$ cat src/rtl/mac40_pkg.sv
package mac40_pkg;
  typedef enum logic [2:0] {
    MAC_OP_LOAD  = 3'b000,
    MAC_OP_ADD   = 3'b001,
    MAC_OP_SUB   = 3'b010,
    MAC_OP_CLEAR = 3'b011,
    MAC_OP_SAT   = 3'b100
  } mac_op_e;
endpackage

$ cat src/rtl/mac40_rst_sync.sv
module mac40_rst_sync #(
  parameter int STAGES = 2
) (
  input  logic clk,
  input  logic rst_n,
  output logic rst_sync_n
);
  logic [STAGES-1:0] sync_q;
  logic [STAGES-1:0] sync_d;

  always_comb begin
    sync_d = {sync_q[STAGES-2:0], 1'b1};
  end

  always_ff @(posedge clk or negedge rst_n) begin
    if (!rst_n) sync_q <= '0;
    else        sync_q <= sync_d;
  end

  assign rst_sync_n = sync_q[STAGES-1];
endmodule

$ cat src/rtl/mac40_mult.sv
module mac40_mult #(
  parameter int DATA_W = 16,
  parameter int ACC_W  = 40
) (
  input  logic [DATA_W-1:0] x_i,
  input  logic [DATA_W-1:0] y_i,
  input  logic              x_signed_i,
  input  logic              y_signed_i,
  output logic [ACC_W-1:0]  prod_o
);
  localparam int EXT_W  = DATA_W + 1;
  localparam int FULL_W = 2 * EXT_W;

  logic signed [EXT_W-1:0]  x_ext;
  logic signed [EXT_W-1:0]  y_ext;
  logic signed [FULL_W-1:0] full_prod;

  always_comb begin
    x_ext     = {x_signed_i & x_i[DATA_W-1], x_i};
    y_ext     = {y_signed_i & y_i[DATA_W-1], y_i};
    full_prod = x_ext * y_ext;
    prod_o    = {{(ACC_W-FULL_W){full_prod[FULL_W-1]}}, full_prod};
  end
endmodule

$ cat src/rtl/mac40_guard.sv
module mac40_guard #(
  parameter int ACC_W  = 40,
  parameter int PROD_W = 32
) (
  input  logic [ACC_W-1:0] acc_i,
  output logic             ovf_o,
  output logic [ACC_W-1:0] sat_val_o
);
  localparam int TOP_W = ACC_W - PROD_W + 1;

  logic [TOP_W-1:0] top_bits;

  always_comb begin
    top_bits = acc_i[ACC_W-1:PROD_W-1];
    ovf_o    = !((&top_bits) || !(|top_bits));
    if (acc_i[ACC_W-1])
      sat_val_o = {{TOP_W{1'b1}}, {(PROD_W-1){1'b0}}};
    else
      sat_val_o = {{TOP_W{1'b0}}, {(PROD_W-1){1'b1}}};
  end
endmodule

$ cat src/rtl/mac40_next.sv
module mac40_next
  import mac40_pkg::*;
#(
  parameter int ACC_W = 40
) (
  input  logic             valid_i,
  input  logic [2:0]       op_i,
  input  logic [ACC_W-1:0] acc_q_i,
  input  logic [ACC_W-1:0] prod_i,
  input  logic             ovf_i,
  input  logic [ACC_W-1:0] sat_val_i,
  output logic [ACC_W-1:0] acc_d_o,
  output logic             acc_en_o
);
  always_comb begin
    acc_d_o  = acc_q_i;
    acc_en_o = 1'b0;
    if (valid_i) begin
      case (mac_op_e'(op_i))
        MAC_OP_LOAD: begin
          acc_d_o  = prod_i;
          acc_en_o = 1'b1;
        end
        MAC_OP_ADD: begin
          acc_d_o  = acc_q_i + prod_i;
          acc_en_o = 1'b1;
        end
        MAC_OP_SUB: begin
          acc_d_o  = acc_q_i - prod_i;
          acc_en_o = 1'b1;
        end
        MAC_OP_CLEAR: begin
          acc_d_o  = '0;
          acc_en_o = 1'b1;
        end
        MAC_OP_SAT: begin
          if (ovf_i) begin
            acc_d_o  = sat_val_i;
            acc_en_o = 1'b1;
          end
        end
        default: begin
          acc_en_o = 1'b0;
        end
      endcase
    end
  end
endmodule

$ cat src/rtl/mac40_unit.sv
module mac40_unit #(
  parameter int DATA_W  = 16,
  parameter int GUARD_W = 8
) (
  input  logic                          clk,
  input  logic                          rst_n,
  input  logic                          valid_i,
  input  logic [2:0]                    op_i,
  input  logic                          x_signed_i,
  input  logic                          y_signed_i,
  input  logic [DATA_W-1:0]             x_i,
  input  logic [DATA_W-1:0]             y_i,
  output logic [2*DATA_W+GUARD_W-1:0]   acc_o,
  output logic                          ovf_o
);
  localparam int PROD_W = 2 * DATA_W;
  localparam int ACC_W  = PROD_W + GUARD_W;

  logic             rst_sync_n;
  logic [ACC_W-1:0] acc_q;
  logic [ACC_W-1:0] acc_d;
  logic             acc_en;
  logic [ACC_W-1:0] prod;
  logic [ACC_W-1:0] sat_val;
  logic             ovf;

  mac40_rst_sync #(.STAGES(2)) u_rst_sync (
    .clk        (clk),
    .rst_n      (rst_n),
    .rst_sync_n (rst_sync_n)
  );

  mac40_mult #(.DATA_W(DATA_W), .ACC_W(ACC_W)) u_mult (
    .x_i        (x_i),
    .y_i        (y_i),
    .x_signed_i (x_signed_i),
    .y_signed_i (y_signed_i),
    .prod_o     (prod)
  );

  mac40_guard #(.ACC_W(ACC_W), .PROD_W(PROD_W)) u_guard (
    .acc_i     (acc_q),
    .ovf_o     (ovf),
    .sat_val_o (sat_val)
  );

  mac40_next #(.ACC_W(ACC_W)) u_next (
    .valid_i   (valid_i),
    .op_i      (op_i),
    .acc_q_i   (acc_q),
    .prod_i    (prod),
    .ovf_i     (ovf),
    .sat_val_i (sat_val),
    .acc_d_o   (acc_d),
    .acc_en_o  (acc_en)
  );

  always_ff @(posedge clk or negedge rst_sync_n) begin
    if (!rst_sync_n)  acc_q <= '0;
    else if (acc_en)  acc_q <= acc_d;
  end

  assign acc_o = acc_q;
  assign ovf_o = ovf;
endmodule

$ cat config.mk
export PLATFORM = sky130hd
export DESIGN_NAME = mac40_unit
export DESIGN_NICKNAME = d
export VERILOG_FILES = /design/src/rtl/mac40_pkg.sv /design/src/rtl/mac40_rst_sync.sv /design/src/rtl/mac40_mult.sv /design/src/rtl/mac40_guard.sv /design/src/rtl/mac40_next.sv /design/src/rtl/mac40_unit.sv
export SDC_FILE = /design/constraint.sdc
export NUM_CORES = 1
export LEC_CHECK = 0
export ABC_AREA = 1
export BUFFER_PORTS_ARGS = -buffer_cell sky130_fd_sc_hd__buf_2
export CORE_MARGIN = 3
export CORE_UTILIZATION = 65
export CTS_CLUSTER_DIAMETER = 40
export DETAILED_ROUTE_END_ITERATION = 6
export GPL_ROUTABILITY_DRIVEN = 0
export PLACE_DENSITY = 0.89
export SKIP_CTS_REPAIR_TIMING = 1
export SLEW_MARGIN = 10
export SYNTH_ARGS = -nofsm -noshare
export SYNTH_HDL_FRONTEND = slang
export SYNTH_SLANG_ARGS = --single-unit
$ cat constraint.sdc
create_clock -name clk -period 1.6 [get_ports clk]
set_input_delay 0.16 -clock clk [delete_from_list [all_inputs] [get_ports clk]]
set_output_delay 0.16 -clock clk [all_outputs]
set_load 0.005 [all_outputs]
==> results of run 1 <==
==> kinds of logic after synthesis <==
kind of cell / count (synthesis)
other cells: 1
compound gates: 242
flops: 42
xor+xnor: 61
simple gates: 955
buf+inv: 752
fa+ha+maj: 422
==> through the flow <==
step | utilization (%) | hold slack, ns
floorplan | - | -0.136
global placement | 86.6 | -0.0546
detailed placement | 86.6 | -0.0448
CTS | 87.2 | -0.381
==> layer usage <==
metal	GRT overflow	global-route usage [%]
met5	3	46.4
met4	559	113
met3	32	73.5
met2	2391	139
met1	32	87.6
==> run_results.csv, run 1 <==
group,metric,value,unit
placed_design,place_inst,3240,
yosys,synth_top_family_by_area,"adder cells",
clock_tree,clock_sinks,42,
clock_tree,cts_buffers,5,
run_status,error,"[ERROR GRT-0232] Routing congestion too high. Check the congestion heatmap in the GUI.",
run_status,status,"aborted with a tool error",
yosys,synth_largest_area_cell,"fa_1",
yosys,synth_seq_area_share,6.10,%
clock_tree,root_buffer,"clkbuf_16",
placed_design,place_ws,-6.72,ns
yosys,yosysUniqueCellTypes,50,
placed_design,portBuffers,80,
clock_tree,h-tree-depth,2,
floorplanning,die_w,169,um
global_route,overflow,3017,
yosys,async_flop_share,100,%
yosys,synth_xor_xnor_area_share,3.34,%
yosys,synthTopCellsByArea,"fa_1 (35%), inv_1 (15%), nand2_1 (14%), ha_1 (9.1%), dfrtp_1 (6.1%)",
floorplanning,io_pins,81,
global_route,grt_max_degree,41,
timing,worstEndpointGrtRepair,"acc_o[39]$_DFFE_PN0P_/D",
yosys,synth_top_area_share,34.5,%
yosys,yosysMostFrequentCell,"inv_1",
yosys,ys_seq_elements,42,
yosys,synth_nets,2937,
yosys,netlist_instances,2475,
yosys,synth_area,17200,um2
yosys,synth-main-ff-cell,"dfrtp_1",
yosys,avgSynthCellArea,6.96,um2
run_status,haltStage,"global routing (5_1_grt)",
yosys,synth_edf_count,0,
yosys,synth_fa_ha_area_share,43.6,%
yosys,yosys.area_share.simple,22.7,%
floorplanning,rows,58,
yosys,synth_compound_area_share,7.79,%
global_route,track_usage,102,%
yosys,yosys_warnings,0,
timing,worst-ep-kind,"sequential cell input",
placed_design,place_area,22200,um2
floorplanning,die_h,169,um
yosys,muxShareOfSynthArea,0,%
floorplanning,start_util,67.2,%
clock_tree,clock_path_buffers,2,
yosys,ys_top_cells_by_count,"inv_1 (666), nand2_1 (629), fa_1 (297)",
placed_design,place.detailed.hpwl,53200,um
==> inputs of run 2 (changes only) <==
- CORE_UTILIZATION: 65 -> 40
- CTS_CLUSTER_DIAMETER: 40 -> default
- PLACE_DENSITY: 0.89 -> default
- PLACE_DENSITY_LB_ADDON: default -> 0.15
==> run_results.csv, run 2 <==
group,metric,value,unit
floorplanning,start_util,40.8,%
timing,setup_violations,41,
worst_setup_path,slowest_delay,0.56,ns
worst_setup_path,reg2reg_to,"acc_o[22]$_DFFE_PN0P_",
worst_setup_path,crit_fanout,8,
yosys,synth_nets,2937,
worst_setup_path,rr_worst_depth,18,
timing,fmax,0.135,GHz
global_route,grt_max_degree,41,
yosys,yosysMostFrequentCell,"inv_1",
drt,num_vias,17500,
yosys,yosysUniqueCellTypes,50,
worst_setup_path,cp-end-kind,"register",
floorplanning,die_h,214,um
drt,first_pass_iters,5,
worst_setup_path,reg2reg_slack,-1.19,ns
timing,drv_slew,0,
clock_tree,cts_buffers,5,
worst_setup_path,rr_startpoint,"acc_o[0]$_DFFE_PN0P_",
placed_design,place.detailed.hpwl,45800,um
yosys,synth_largest_area_cell,"fa_1",
yosys,synth_area,17200,um2
yosys,synth_top_area_share,34.5,%
clock_tree,clock_path_buffers,2,
clock_tree,clk_latency,0.31,ns
global_route,grt_pass1_wl,86200,um
drt,wl_per_cell,15.5,um
timing,period_minus_slack,7.40,ns
floorplanning,die_w,214,um
final_layout,n_fill_cell,3700,
timing,timing.slew.headroom,63.7,%
clock_tree,cts_tree,"yes",
global_route,grt_pass1_vias,17500,
floorplanning,die_area,45600,um2
placed_design,place_inst,3492,
yosys,synth_edf_count,0,
global_route,grt_antenna_before_repair,0,
final_layout,finalNonFillerCells,3587,
global_route,track_usage,23.6,%
placed_design,portBuffers,80,
run_status,violations,"setup timing",
run,maxCapViolCount,0,
clock_tree,h-tree-depth,2,
floorplanning,fp.coreArea,42200,um2
timing,rsz0062_at_grt,"true",
yosys,ys_seq_elements,42,
worst_setup_path,required,1.84,ns
yosys,synth-main-ff-cell,"dfrtp_1",
floorplanning,io_pins,81,
timing,setup_ws,-5.80,ns
worst_setup_path,worstPathArrival,7.65,ns
clock_tree,root_buffer,"clkbuf_16",
timing,fin_crit_sh,463,%
yosys,yosys_warnings,0,
final_layout,final_common_cell,"inv_1",
worst_setup_path,crit_top_cell,"fa_1",
final_layout,final_cell_mix,"inv_1 (579), nand2_1 (485), buf_4 (477)",
yosys,netlist_instances,2475,
floorplanning,rows,75,
worst_setup_path,cp_slowest_cell,"fa_1",
final_layout,nets,3509,
yosys,async_flop_share,100,%
final_layout,syn2layout_area_growth,52.4,%
worst_setup_path,cp-start-kind,"input port",
drt,drt_first_iter_violations,986,
timing,finalClockSkew,0.00872,ns
final_layout,largest_reg_flops,40,
clock_tree,clkSlewWorstSetupHoldPaths,0.07,ns
drt,wl,55700,um
global_route,overflow,0,
final_layout,final_layout_size_suffix_gt1_share,41.7,%
worst_setup_path,critPathKind,"input port to register",
timing,tightest_slew,0.544,ns
drt,drc_errors,0,
min_path,hold_path_class,"input port to asynchronous set/reset pin",
drt,via_per_inst,4.88,
yosys,ys_top_cells_by_count,"inv_1 (666), nand2_1 (629), fa_1 (297)",
timing,hold_viol,0,
drt,ant_nets,0,
yosys,synthTopCellsByArea,"fa_1 (35%), inv_1 (15%), nand2_1 (14%), ha_1 (9.1%), dfrtp_1 (6.1%)",
clock_tree,clock_sinks,42,
run_status,status,"finished with violations",
final_layout,diodes,0,
yosys,synth_seq_area_share,6.10,%
yosys,avgSynthCellArea,6.96,um2
-- run 2: metal layers --
| metal | track usage (%) | up-vias | wire length (um) |
|---|---|---|---|
| met5 | 0 | - | 0 |
| met4 | 4.24 | 0 | 1380 |
| met3 | 2.17 | 100 | 2440 |
| met2 | 40.7 | 425 | 27700 |
| met1 | 32.9 | 8544 | 24200 |
| li1 | - | 8424 | - |
-- run 2: area by class of cell --
type / count / area [um2] / share of cell area [%]
multi-input combinational: 1681 / 16500 / 62.7
timing repair buffer: 646 / 5350 / 20.4
sequential: 42 / 1050 / 4.01
clock buffer: 5 / 125 / 0.477
inverter: 671 / 2540 / 9.69
tap: 539 / 674 / 2.57
clock inverter: 3 / 40.0 / 0.153
-- run 2: worst max path at each step --
stage                 start                    end  depth (start not counted)
finish              x_i[15]  acc_o[39]$_DFFE_PN0P_                         40
CTS                  y_i[3]  acc_o[39]$_DFFE_PN0P_                         42
floorplan           x_i[15]  acc_o[32]$_DFFE_PN0P_                         46
detailed placement   y_i[3]  acc_o[39]$_DFFE_PN0P_                         42
global route        x_i[15]  acc_o[39]$_DFFE_PN0P_                         40
global placement     y_i[3]  acc_o[39]$_DFFE_PN0P_                         42
-- run 2: cells by family after synthesis --
| group | synth area share [%] |
|---|---|
| flip-flops | 6.10 |
| buffers and inverters | 16.4 |
| AO/OA/AOI/OAI | 7.79 |
| adder cells (fa/ha/maj) | 43.6 |
| XOR/XNOR | 3.34 |
| AND/OR/NAND/NOR | 22.7 |
| other | 0.0218 |
-- run 2: per-stage QoR --
stage                     TNS (ns)  util, %  setup WS, ns  hold slack, ns  area, um2
after floorplan            -169.51        -         -5.59          -0.136      18700
after global placement     -198.08     53.9         -6.69         -0.0552      22700
after detailed placement   -200.13     53.9         -6.66         -0.0527      22700
after CTS                  -188.88     54.3         -6.40          -0.379      22900
after global routing       -187.72     62.2         -6.18           0.170      26300
final                      -177.05     62.2         -5.80           0.163      26300
-- run 2: critical path, delay by kind of cell --
| kind | cells | cell delay, ns |
|---|---|---|
| simple gates | 18 | 2.27 |
| buf+inv | 10 | 0.99 |
| compound gates | 2 | 0.23 |
| fa+ha+maj | 8 | 3.66 |
| xor+xnor | 2 | 0.31 |
Power of run 2 is left out: the tool's default activity adds up to more than one toggle a clock period on the data nets, which glitch-free logic cannot reach.
